File: config.mk
export PLATFORM = sky130hd
export DESIGN_NAME = nvm_ctrl
export DESIGN_NICKNAME = d
export VERILOG_FILES = /design/src/rtl/nvm_pkg.sv /design/src/rtl/nvm_key_gate.sv /design/src/rtl/nvm_page_check.sv /design/src/rtl/nvm_op_timer.sv /design/src/rtl/nvm_ctrl.sv
export SDC_FILE = /design/constraint.sdc
export NUM_CORES = 1
export LEC_CHECK = 0
export ABC_AREA = 1
export BUFFER_PORTS_ARGS = -buffer_cell sky130_fd_sc_hd__buf_2
export CAP_MARGIN = 20
export CORE_AREA = 2 2 176 178
export CTS_BUF_LIST = sky130_fd_sc_hd__clkbuf_4
export DETAILED_ROUTE_END_ITERATION = 16
export DIE_AREA = 0 0 178 180
export SYNTH_ARGS = -nofsm -noshare
export SYNTH_HDL_FRONTEND = slang
export SYNTH_SLANG_ARGS = --single-unit
export TNS_END_PERCENT = 1
File: constraint.sdc
create_clock -name clk -period 6.6 [get_ports clk]
set_input_delay 0.99 -clock clk [delete_from_list [all_inputs] [get_ports clk]]
set_output_delay 0.99 -clock clk [all_outputs]
set_load 0.005 [all_outputs]
File: src/rtl/nvm_pkg.sv
package nvm_pkg;
  localparam int DW = 32;
  localparam int OW = 8;

  localparam logic [OW-1:0] OFF_WCTL  = 8'h08;
  localparam logic [OW-1:0] OFF_CMD   = 8'h0C;
  localparam logic [OW-1:0] OFF_ADDRB = 8'h10;
  localparam logic [OW-1:0] OFF_WDATA = 8'h18;
  localparam logic [OW-1:0] OFF_STAT  = 8'h1C;
  localparam logic [OW-1:0] OFF_KEY   = 8'h3C;

  localparam logic [DW-1:0] UNLOCK_KEY = 32'h0000_1B71;

  localparam int CMD_LATCH = 0;
  localparam int CMD_ERASE = 1;
  localparam int CMD_PROG  = 3;

  typedef struct packed {
    logic eabort;
    logic wtimeout;
    logic dready;
    logic invalid;
    logic locked;
    logic busy;
  } stat_t;
endpackage

File: src/rtl/nvm_key_gate.sv
module nvm_key_gate
  import nvm_pkg::*;
(
  input  logic          clk,
  input  logic          rst,
  input  logic          wr_stb,
  input  logic [OW-1:0] off,
  input  logic [DW-1:0] wdata,
  output logic          unlocked,
  output logic          wren
);
  always_ff @(posedge clk) begin
    if (rst) begin
      unlocked <= 1'b0;
      wren     <= 1'b0;
    end else if (wr_stb) begin
      if (off == OFF_KEY)
        unlocked <= (wdata == UNLOCK_KEY);
      else if (off == OFF_WCTL && unlocked)
        wren <= wdata[0];
    end
  end

  // write enable cannot move while the key is absent
  p_wren_keyed_r2: assert property (@(posedge clk) disable iff (rst)
    !$past(unlocked) |-> $stable(wren));
endmodule

File: src/rtl/nvm_page_check.sv
module nvm_page_check #(
  parameter int FLASH_BYTES = 65536,
  parameter int PAGE_BYTES  = 2048,
  parameter int NUM_PAGES   = FLASH_BYTES / PAGE_BYTES
) (
  input  logic [31:0]          addr,
  input  logic [NUM_PAGES-1:0] page_lock,
  output logic                 locked,
  output logic                 invalid
);
  localparam int PG_SHIFT = $clog2(PAGE_BYTES);
  localparam int PGW      = $clog2(NUM_PAGES);

  logic [PGW-1:0] page_idx;

  always_comb begin
    page_idx = addr[PG_SHIFT +: PGW];
    invalid  = (addr >= 32'(FLASH_BYTES)) || (addr[1:0] != 2'b00);
    locked   = !invalid && !page_lock[page_idx];
  end
endmodule

File: src/rtl/nvm_op_timer.sv
module nvm_op_timer #(
  parameter int PROG_CYCLES  = 8,
  parameter int ERASE_CYCLES = 64
) (
  input  logic clk,
  input  logic rst,
  input  logic start,
  input  logic start_erase,
  output logic busy,
  output logic done,
  output logic op_erase
);
  localparam int MAXC = (ERASE_CYCLES > PROG_CYCLES) ? ERASE_CYCLES : PROG_CYCLES;
  localparam int CW   = $clog2(MAXC + 1);

  logic [CW-1:0] cnt;

  assign done = busy && (cnt == '0);

  always_ff @(posedge clk) begin
    if (rst) begin
      busy     <= 1'b0;
      cnt      <= '0;
      op_erase <= 1'b0;
    end else if (start && !busy) begin
      busy     <= 1'b1;
      op_erase <= start_erase;
      cnt      <= start_erase ? CW'(ERASE_CYCLES - 1) : CW'(PROG_CYCLES - 1);
    end else if (busy) begin
      if (cnt == '0) busy <= 1'b0;
      else           cnt  <= cnt - 1'b1;
    end
  end

  // checker: independent count of cycles spent busy
  logic [CW:0] chk_len;
  always_ff @(posedge clk) begin
    if (rst)                chk_len <= '0;
    else if (start && !busy) chk_len <= (CW+1)'(1);
    else if (busy && !done)  chk_len <= chk_len + 1'b1;
  end

  // busy window length matches the operation type
  p_busy_len_r6: assert property (@(posedge clk) disable iff (rst)
    $fell(busy) |-> chk_len == (op_erase ? (CW+1)'(ERASE_CYCLES) : (CW+1)'(PROG_CYCLES)));

  // the controller never requests a start while an operation runs
  p_no_restart_r10: assert property (@(posedge clk) disable iff (rst)
    busy |-> !start);
endmodule

File: src/rtl/nvm_ctrl.sv
module nvm_ctrl
  import nvm_pkg::*;
#(
  parameter int FLASH_BYTES  = 65536,
  parameter int PAGE_BYTES   = 2048,
  parameter int NUM_PAGES    = FLASH_BYTES / PAGE_BYTES,
  parameter int PROG_CYCLES  = 8,
  parameter int ERASE_CYCLES = 64
) (
  input  logic                           clk,
  input  logic                           rst,
  input  logic                           bus_sel,
  input  logic                           bus_wr,
  input  logic [7:0]                     bus_off,
  input  logic [31:0]                    bus_wdata,
  output logic [31:0]                    bus_rdata,
  input  logic [NUM_PAGES-1:0]           page_lock,
  output logic                           arr_prog,
  output logic                           arr_erase,
  output logic [$clog2(FLASH_BYTES)-1:0] arr_addr,
  output logic [31:0]                    arr_wdata
);
  localparam int AW       = $clog2(FLASH_BYTES);
  localparam int PG_SHIFT = $clog2(PAGE_BYTES);

  logic wr_stb, rd_stb;
  logic unlocked, wren;
  logic busy, done, op_erase;
  logic cmd_wr, do_latch, req_erase, req_prog, blocked, go_erase, go_prog;
  logic prog_done, erase_done, addr_load;
  logic [31:0] addrb, cur_addr, addr_nxt, data_r;
  logic nxt_lock, nxt_inv;
  stat_t st;
  logic [31:0] rd_mux;

  assign wr_stb = bus_sel && bus_wr;
  assign rd_stb = bus_sel && !bus_wr;

  nvm_key_gate u_key (
    .clk(clk), .rst(rst), .wr_stb(wr_stb), .off(bus_off),
    .wdata(bus_wdata), .unlocked(unlocked), .wren(wren)
  );

  // command decode: latch wins over everything, erase over program
  always_comb begin
    cmd_wr    = wr_stb && (bus_off == OFF_CMD) && unlocked && !busy;
    do_latch  = cmd_wr && bus_wdata[CMD_LATCH];
    req_erase = cmd_wr && !bus_wdata[CMD_LATCH] && bus_wdata[CMD_ERASE] && wren;
    req_prog  = cmd_wr && !bus_wdata[CMD_LATCH] && !bus_wdata[CMD_ERASE]
                && bus_wdata[CMD_PROG] && wren;
    blocked   = st.locked || st.invalid;
    go_erase  = req_erase && !blocked;
    go_prog   = req_prog && !blocked && !st.dready;
  end

  nvm_op_timer #(.PROG_CYCLES(PROG_CYCLES), .ERASE_CYCLES(ERASE_CYCLES)) u_tmr (
    .clk(clk), .rst(rst), .start(go_erase || go_prog), .start_erase(go_erase),
    .busy(busy), .done(done), .op_erase(op_erase)
  );

  assign prog_done  = done && !op_erase;
  assign erase_done = done && op_erase;
  assign addr_load  = do_latch || prog_done;
  assign addr_nxt   = do_latch ? addrb : cur_addr + 32'd4;

  nvm_page_check #(.FLASH_BYTES(FLASH_BYTES), .PAGE_BYTES(PAGE_BYTES),
                   .NUM_PAGES(NUM_PAGES)) u_chk (
    .addr(addr_nxt), .page_lock(page_lock), .locked(nxt_lock), .invalid(nxt_inv)
  );

  always_comb begin
    st.busy = busy;
    unique case (bus_off)
      OFF_KEY:   rd_mux = {31'd0, !unlocked};
      OFF_WCTL:  rd_mux = {31'd0, wren};
      OFF_ADDRB: rd_mux = addrb;
      OFF_STAT:  rd_mux = {26'd0, st};
      default:   rd_mux = 32'd0;
    endcase
  end

  always_ff @(posedge clk) begin
    if (rst) begin
      addrb       <= '0;
      cur_addr    <= '0;
      data_r      <= '0;
      st.locked   <= 1'b0;
      st.invalid  <= 1'b0;
      st.dready   <= 1'b1;
      st.wtimeout <= 1'b0;
      st.eabort   <= 1'b0;
      arr_prog    <= 1'b0;
      arr_erase   <= 1'b0;
      arr_addr    <= '0;
      arr_wdata   <= '0;
      bus_rdata   <= '0;
    end else begin
      arr_prog  <= 1'b0;
      arr_erase <= 1'b0;
      if (rd_stb) bus_rdata <= rd_mux;
      if (wr_stb && unlocked && bus_off == OFF_ADDRB) addrb <= bus_wdata;
      if (wr_stb && unlocked && bus_off == OFF_WDATA && st.dready) begin
        data_r    <= bus_wdata;
        st.dready <= 1'b0;
      end
      if (addr_load) begin
        cur_addr   <= addr_nxt;
        st.locked  <= nxt_lock;
        st.invalid <= nxt_inv;
      end
      if (do_latch) begin
        st.wtimeout <= 1'b0;
        st.eabort   <= 1'b0;
      end
      if (req_erase && blocked)                 st.eabort   <= 1'b1;
      if (req_prog && !blocked && st.dready)    st.wtimeout <= 1'b1;
      if (prog_done) begin
        arr_prog  <= 1'b1;
        arr_addr  <= cur_addr[AW-1:0];
        arr_wdata <= data_r;
        st.dready <= 1'b1;
      end
      if (erase_done) begin
        arr_erase <= 1'b1;
        arr_addr  <= {cur_addr[AW-1:PG_SHIFT], {PG_SHIFT{1'b0}}};
      end
    end
  end

  // an operation only begins with the key in place and writing enabled
  p_start_keyed_r3: assert property (@(posedge clk) disable iff (rst)
    $rose(busy) |-> $past(unlocked && wren));

  // an operation never begins on a protected or invalid address
  p_start_clean_r8: assert property (@(posedge clk) disable iff (rst)
    $rose(busy) |-> $past(!st.locked && !st.invalid));

  // array strobes follow the end of the busy window
  p_strobe_after_busy_r6: assert property (@(posedge clk) disable iff (rst)
    (arr_prog || arr_erase) |-> $fell(busy));

  // never both strobes at once
  p_one_strobe_r7: assert property (@(posedge clk) disable iff (rst)
    !(arr_prog && arr_erase));

  // programmed words are always aligned
  p_prog_aligned_r4: assert property (@(posedge clk) disable iff (rst)
    arr_prog |-> arr_addr[1:0] == 2'b00);

  // a program consumes pending data and raises data-ready when done
  p_prog_needs_data_r5: assert property (@(posedge clk) disable iff (rst)
    ($rose(busy) && !op_erase) |-> !st.dready);
  p_ready_back_r5: assert property (@(posedge clk) disable iff (rst)
    arr_prog |-> st.dready);
endmodule

==> results of run 1 <==
==> flip-flops by register name (all words and copies together), names as in the netlist <==
signal          cells
addrb              32
arr_wdata          32
bus_rdata          32
cur_addr           32
data_r             32
arr_addr           16
u_tmr.cnt           7
st                  5
arr_erase           1
arr_prog            1
u_key.unlocked      1
u_key.wren          1
u_tmr.busy          1
u_tmr.op_erase      1
==> layer usage <==
metal | track usage [%] | up-vias
li1 | - | 4455
met2 | 28.2 | 341
met3 | 3.45 | 26
met5 | 0 | -
met1 | 23.5 | 4065
met4 | 4.43 | 0
==> cells in the mapped netlist (2+ instances only) <==
master / instances
a211oi_1: 9
a21oi_1: 126
a31oi_1: 4
a32o_1: 5
buf_2: 9
buf_6: 3
clkbuf_1: 47
clkinv_1: 2
dfxtp_1: 194
ha_1: 3
inv_1: 128
inv_2: 2
nand2_1: 299
nand2_2: 3
nand3_1: 63
nand3_2: 2
nand3b_1: 4
nand4_1: 28
nor2_1: 109
nor2_2: 9
nor2_4: 3
nor3_1: 8
nor4_1: 9
o211ai_1: 4
o21ai_0: 168
o21ai_1: 5
or2_1: 3
or2_2: 2
xnor2_1: 4
xor2_1: 5
==> critical path: cells and delay by family <==
family          cells  cell delay, ns
compound gates      2            0.71
buf+inv             3            1.14
simple gates        5            0.79
==> final cells by class <==
class | instances | share of cell area [%]
multi-input cells | 889 | 41.4
clock inverters | 14 | 1.35
inverters | 132 | 4.82
flip-flops and latches | 194 | 37.8
repair buffers | 165 | 8.48
well taps | 396 | 4.82
clock buffers | 18 | 1.32
diodes | 1 | 0.0244
==> worst max path at each step <==
stage                             endpoint  slack [ns]  cells past startpoint       start
floorplan               st[1]$_SDFFE_PP0P_        4.01                     15  bus_off[7]
global placement    addrb[31]$_SDFFE_PP0P_        2.91                     10  bus_off[7]
detailed placement  addrb[31]$_SDFFE_PP0P_        2.84                     10  bus_off[7]
CTS                 addrb[31]$_SDFFE_PP0P_        3.45                     10  bus_off[7]
global route        addrb[31]$_SDFFE_PP0P_        3.07                     10  bus_off[7]
finish              addrb[31]$_SDFFE_PP0P_        3.40                     10  bus_off[7]
==> metrics by stage <==
stage | worst slack (ns) | cells | area [um^2] | power (W) | util (%)
floorplan | 4.01 | 1276 | 8880 | 0.00126 | -
global placement | 2.91 | 1774 | 9950 | 0.00131 | 33.0
detailed placement | 2.84 | 1774 | 9950 | 0.00131 | 33.0
CTS | 3.45 | 1806 | 10200 | 0.00194 | 33.9
global route | 3.07 | 1809 | 10300 | 0.00199 | 34.0
finish | 3.40 | 1809 | 10300 | 0.00192 | 34.0
==> logic make-up after synthesis <==
| logic type | count (synthesis) |
|---|---|
| simple gates | 551 |
| compound gates | 326 |
| flops | 194 |
| buf+inv | 193 |
| xor+xnor | 9 |
| fa+ha+maj | 3 |
==> power by group <==
group          internal (W)  switching [W]  leakage, nW  total, W
Combinational     0.0000378      0.0000684         2.54  0.000106
Sequential          0.00118     0.00000439         1.57   0.00119
Clock              0.000173       0.000458        0.151  0.000631
Total               0.00139       0.000531         4.25   0.00192
==> flow_summary.ini, run 1 <==
[setup_path]
cp_cell_sequence = buf_2, nor2_2, nand2_1, nor2_2, nand2_1, nor2_2, buf_4, clkinv_1, o21ai_0, a21oi_1
worstPathArrival_ns = 3.65
cp-end-kind = register
worstRegToRegCells = 13
crit_path_start_kind = input pin
timing.rr.end = cur_addr[18]$_SDFFE_PP0P_
cp.required_ns = 7.04
rrSetupSlack_ns = 3.69
cpMostUsedCell = nor2_2
critPathKind = in2reg
cp_max_fo = 37
reg2reg_from = u_tmr.cnt[2]$_SDFFE_PP0P_
critical-path-slowest-cell = clkinv_1
crit_path_max_incr_delay_ns = 0.78

[logic_synthesis]
seq_area_frac_synth_pct = 43.7
synth_top_family_by_area = simple AND/OR/NAND/NOR gates
synth_edf_count = 0
netlist_area_um2 = 8880
postSynthCellCount = 1276
synth_top_area_cell = dfxtp_1
ys_async_sr_fraction_pct = 0
synth_mux_area_share_pct = 0
yosysTopAreaCellShare_pct = 43.7
yosys-top-cells-area = dfxtp_1 (44%), nand2_1 (13%), o21ai_0 (9.5%), a21oi_1 (7.1%), inv_1 (5.4%)
synth_compound_area_share_pct = 19.3
synth_nets = 1355
synth.distinct_cells = 46
synth_fa_ha_area_share_pct = 0.423
ys.flop_type = dfxtp_1
synth_xor_area_share_pct = 0.887
ys_warn_count = 0
synthSimpleGateAreaFrac_pct = 27.1
avgSynthCellArea_um2 = 6.96
ys_ff_latch = 194

[clock_tree]
cts_max_level = 4
cts.clk_slew.worst_paths_ns = 0.18
clock_latency_ns = 0.59
numClockSinks = 194
tritoncts = yes
post_cts_buffers = 0
numCtsBuffers = 17
cts_root_buf = clkbuf_4
cts_buffer_depth = 2
ctsResizeCount = 0
ctsHoldBuffers = 0

[routing]
drtIter0Drc = 804
wl_um = 28600
drc = 0
ant_nets = 0
drt-vias-per-instance = 4.91
wire_per_inst_um = 15.8
via_count = 8887
met1_length_um = 12600
met3_length_um = 2150
drt_pre_antenna_iters = 5
wl_met2_um = 13400
top_layer = met4

[die]
initial_core_util_pct = 29.4
fp.dieH_um = 180
pin_count = 158
core_um2 = 30200
row_count = 64
die_w_um = 178
dieArea_um2 = 32000

[sta]
slew_headroom_pct = 38.5
whs_ns = 0.461
setup_tns_ns = 0
hold_viol = 0
setup_viol = 0
finalClockSkew_ns = 0.0263
period_minus_slack_ns = 3.20
clock.fmax_mhz = 312
tightest_slew_ns = 0.917
min_period_over_period_pct = 48.6
slew_viol_final = 0
rsz0062_at_grt = no

[pwr]
leakage_nw = 4.25
pwr_density_cell_nw_per_um2 = 187
ir_drop_uv = 121

[final_layout]
final_common_cell = nand2_1
ff_latch_area_um2 = 3880
layout_common_cells = nand2_1 (299), dfxtp_1 (194), o21ai_0 (168)
nNetsFinal = 1478
syn_to_final_growth_pct = 15.6
fillCellCount = 3268
drive_above_1_share_pct = 16.1
multi_input_area_um2 = 4250

[global_routing]
grt_pass1_vias = 7829
antenna_found_initial = 1
grt_pass1_wl_um = 43900
grt-ovfl-total = 0
grt_usage_pct = 17.4
grt_max_degree = 74

[worst_hold_path]
hold_path_class = reg2reg
min_to = data_r[12]$_SDFFE_PP0P_
min_from = data_r[12]$_SDFFE_PP0P_
holdPathStages = 2

[flow_run]
drv_cap = 0

[place]
globalplace.congestion = 0.950
hpwlAfterDp_um = 21300
io_buffers = 157

[run_status]
outcome = complete, no violations
Note: power is estimated with default switching activity, not from simulation.
==> run 2, diff against run 1 <==
Clock period 6.6 ns to 3.29 ns, I/O delays scaled along.
==> flow_summary.ini, run 2 (synthesis results as in run 1) <==
[run_status]
outcome = complete, no violations

[routing]
wl_um = 29200
via_count = 8857
ant_nets = 0
drt_pre_antenna_iters = 6
drt-vias-per-instance = 4.86
drc = 0
wire_per_inst_um = 16.0
drtIter0Drc = 710

[final_layout]
multi_input_area_um2 = 4250
nNetsFinal = 1489
final_common_cell = nand2_1
syn_to_final_growth_pct = 17.0
drive_above_1_share_pct = 16.7
layout_common_cells = nand2_1 (299), dfxtp_1 (194), o21ai_0 (168)
ff_latch_area_um2 = 3880
fillCellCount = 3292

[global_routing]
grt_pass1_wl_um = 45700
grt_usage_pct = 18.3
grt-ovfl-total = 0
grt_util_met1_pct = 24.7
grt_max_degree = 120
grt_use_met3_pct = 3.24
antenna_found_initial = 1
grt.busiest_layer = met2
grtUsageMet2_pct = 29.6
grt_pass1_vias = 8197

[clock_tree]
cts_max_level = 4
cts.clk_slew.worst_paths_ns = 0.21
ctsHoldBuffers = 0
numCtsBuffers = 17
post_cts_buffers = 0
cts_root_buf = clkbuf_4
tritoncts = yes
cts_buffer_depth = 2
numClockSinks = 194
clock_latency_ns = 0.64
ctsResizeCount = 0

[place]
hpwlAfterDp_um = 22100
globalplace.congestion = 0.930
io_buffers = 157

[die]
core_um2 = 30200
die_w_um = 178
fp.dieH_um = 180
dieArea_um2 = 32000
initial_core_util_pct = 29.4
row_count = 64
pin_count = 158

[sta]
hold_viol = 0
tightest_slew_ns = 0.774
slew_headroom_pct = 48.3
rsz0062_at_grt = no
setup_viol = 0
setup_tns_ns = 0
period_minus_slack_ns = 2.78
finalClockSkew_ns = 0.0498
min_period_over_period_pct = 84.5
slew_viol_final = 0
clock.fmax_mhz = 359

[setup_path]
critical-path-slowest-cell = dfxtp_1
cp.buffers_inverters = 1
cp.required_ns = 3.84
worstPathArrival_ns = 3.33
cp_top_family = simple AND/OR/NAND/NOR gates
cpMostUsedCell = nand2_1
cp_max_fo = 6
crit_path_start_kind = register
crit_path_max_incr_delay_ns = 0.47
cp-end-kind = register
critPathKind = reg2reg
cp_cell_sequence = inv_1, nor2_1, nand2_1, nor2_2, nand2_1, nand2_1, nand2_1, a21oi_2, nand4_1, nor3_1, nand2_1, nor2_2, nand2_1, a21oi_1

[pwr]
leakage_nw = 4.32
ir_drop_uv = 179
pwr-share-comb_pct = 5.2
switching_share_pct = 29.0
p_int_w = 0.00282
pwr_density_cell_nw_per_um2 = 383
totalPowerFinal_w = 0.00398
pwr-share-seq_pct = 59.8
p_sw_w = 0.00115
p_clk_share_pct = 35.0

[flow_run]
drv_cap = 0

[worst_hold_path]
hold_path_class = in2reg
## run 2: changes by cell type in the layout (fill, tap and decap cells not counted), sizes merged
cell,before,now
buf,165,176
clkbuf,18,17
clkinv,8,9
diode,1,2
## run 2: per-stage QoR
| stage | hold slack (ns) | instances | util, % | instance area, um^2 | worst slack [ns] |
|---|---|---|---|---|---|
| global placement | 0.434 | 1787 | 33.3 | 10100 | 0.488 |
| floorplan | 0.425 | 1276 | - | 8880 | 1.19 |
| detailed placement | 0.439 | 1787 | 33.3 | 10100 | 0.414 |
| finish | 0.104 | 1821 | 34.4 | 10400 | 0.508 |
| global route | 0.0554 | 1821 | 34.4 | 10400 | 0.246 |
| CTS | 0.0528 | 1819 | 34.4 | 10400 | 0.629 |
## run 2: path summary, 6_finish.rpt
path	start	end	slack, ns	depth (start not counted)
worst max register to register	cur_addr[2]$_SDFFE_PP0P_	st[1]$_SDFFE_PP0P_	0.51	14
worst min register to register	data_r[19]$_SDFFE_PP0P_	data_r[19]$_SDFFE_PP0P_	0.46	2
worst min-delay path	bus_wdata[9]	addrb[9]$_SDFFE_PP0P_	0.10	3
worst max-delay path	cur_addr[2]$_SDFFE_PP0P_	st[1]$_SDFFE_PP0P_	0.51	14
## run 2: metal layers
layer	part of all wire (%)	vias up
li1	-	4472
met3	6.9	41
met5	0	-
met2	46	284
met4	2.3	0
met1	44	4060
## run 2: worst min-delay path, stage by stage
cell	delay, ns
buf_2	0.11
inv_1	0.06
a21oi_1	0.06
## run 2: cell type report
class                           count  area share (%)
Multi-Input combinational cell    889            40.9
Sequential cell                   194            37.4
Timing Repair Buffer              176            9.05
Inverter                          132            4.77
Tap cell                          396            4.77
Clock inverter                     15            1.93
Clock buffer                       17            1.23
Antenna cell                        2          0.0481
## run 2: power by group through the flow
stage	clock, W	sequential (W)	combinational, W
detailed placement	0	0.00243	0.000206
global route	0.00152	0.00238	0.000228
global placement	0	0.00243	0.000206
CTS	0.00143	0.00238	0.000208
floorplan	0	0.00243	0.0000907
finish	0.00139	0.00238	0.000205
==> run 3, diff against run 2 <==
Clock period 3.29 ns to 2.7 ns, I/O delays scaled along.
==> flow_summary.ini, run 3 (synthesis results as in run 1) <==
[run_status]
outcome = complete, no violations

[pwr]
ir_drop_uv = 277
totalPowerFinal_w = 0.00494
pwr_density_cell_nw_per_um2 = 467
leakage_nw = 4.43

[worst_hold_path]
hold_path_class = in2reg

[die]
fp.dieH_um = 180
core_um2 = 30200
die_w_um = 178
initial_core_util_pct = 29.4
pin_count = 158
dieArea_um2 = 32000
row_count = 64

[clock_tree]
cts_root_buf = clkbuf_4
tritoncts = yes
numCtsBuffers = 17
cts.clk_slew.worst_paths_ns = 0.19
numClockSinks = 194
post_cts_buffers = 0
cts_max_level = 4
clock_latency_ns = 0.61
cts_buffer_depth = 2

[final_layout]
nNetsFinal = 1507
fillCellCount = 3279
syn_to_final_growth_pct = 19.0
fin_cells = 1838
drive_above_1_share_pct = 17.8
layout_common_cells = nand2_1 (299), dfxtp_1 (194), o21ai_0 (168)
final_common_cell = nand2_1

[sta]
slew_viol_final = 0
period_minus_slack_ns = 2.48
setup_tns_ns = 0
min_period_over_period_pct = 92.0
clock.fmax_mhz = 403
slew_headroom_pct = 39.4
rsz0062_at_grt = no
tightest_slew_ns = 0.909
hold_viol = 0
whs_ns = 0.0462
setup_viol = 0
finalClockSkew_ns = 0.0348

[global_routing]
grt_pass1_wl_um = 45500
grt-ovfl-total = 0
antenna_found_initial = 1
grt_pass1_vias = 8203
grt_usage_pct = 18.3
grt_max_degree = 73

[place]
io_buffers = 157
hpwlAfterDp_um = 22600
dp_cells = 1804
globalplace.congestion = 0.934

[routing]
wl_um = 29600
drt-vias-per-instance = 4.84
via_count = 8902
drc = 0
wire_per_inst_um = 16.1
ant_nets = 0
drt_pre_antenna_iters = 8
drtIter0Drc = 694

[flow_run]
drv_cap = 0

[setup_path]
worstPathArrival_ns = 3.03
crit_path_start_kind = register
cp_max_fo = 6
cp.required_ns = 3.25
cp-end-kind = register
critPathKind = reg2reg
run 3: area by class of cell:
type	instances	area, um^2	area share (%)
antenna	1	2.50	0.0237
sequential	194	3880	36.7
clock inverter	15	223	2.11
multi-input combinational	889	4260	40.2
tap	396	495	4.69
clock buffer	17	128	1.21
inverter	132	495	4.69
timing repair buffer	194	1090	10.3
run 3: per-layer routing:
metal,vias to the layer above,track usage (%),wire (um)
met5,-,0,0
met4,0,6.36,872
met3,48,3.83,2030
met2,300,29.6,13600
met1,4042,24.0,13000
li1,4512,-,-
run 3: what timing repair did:
item                                    CTS  global route
gates resized for setup                   0             2
endpoints found under the setup margin    0             2
hold endpoints to repair                  1             0
hold buffers                              1             0
run 3: power by group:
group	switching, W	total (W)	internal, W
Combinational	0.000163	0.000257	0.0000944
Sequential	0.0000123	0.00290	0.00289
Clock	0.00123	0.00178	0.000556
run 3: critical path: stages (launching register included):
cell	delay, ns
dfxtp_1	0.46
ha_1	0.22
nand2_1	0.10
nor2_2	0.13
nand2_1	0.14
nor2_2	0.15
inv_1	0.07
nor2_1	0.13
nand3_1	0.14
or2_0	0.23
nand3_1	0.07
nand2_1	0.09
nand2_1	0.10
inv_1	0.07
nand2_1	0.08
nor2_2	0.04
or2_1	0.20
inv_1	0.05
run 3: path summary, 6_finish.rpt:
check | startpoint | to | slack [ns] | cells after the start
hold reg to reg | data_r[15]$_SDFFE_PP0P_ | data_r[15]$_SDFFE_PP0P_ | 0.46 | 2
setup reg to reg | cur_addr[2]$_SDFFE_PP0P_ | st[2]$_SDFFE_PP0P_ | 0.22 | 17
setup / recovery | cur_addr[2]$_SDFFE_PP0P_ | st[2]$_SDFFE_PP0P_ | 0.22 | 17
hold / removal | bus_wdata[10] | addrb[10]$_SDFFE_PP0P_ | 0.05 | 3
run 3: metrics by stage:
| stage | setup WS, ns | cell area, um^2 | util [%] |
|---|---|---|---|
| floorplan | 0.607 | 8880 | - |
| global placement | 0.166 | 10200 | 33.8 |
| detailed placement | 0.0876 | 10200 | 33.8 |
| CTS | 0.233 | 10600 | 35.0 |
| global route | 0.00247 | 10600 | 35.0 |
| finish | 0.217 | 10600 | 35.0 |
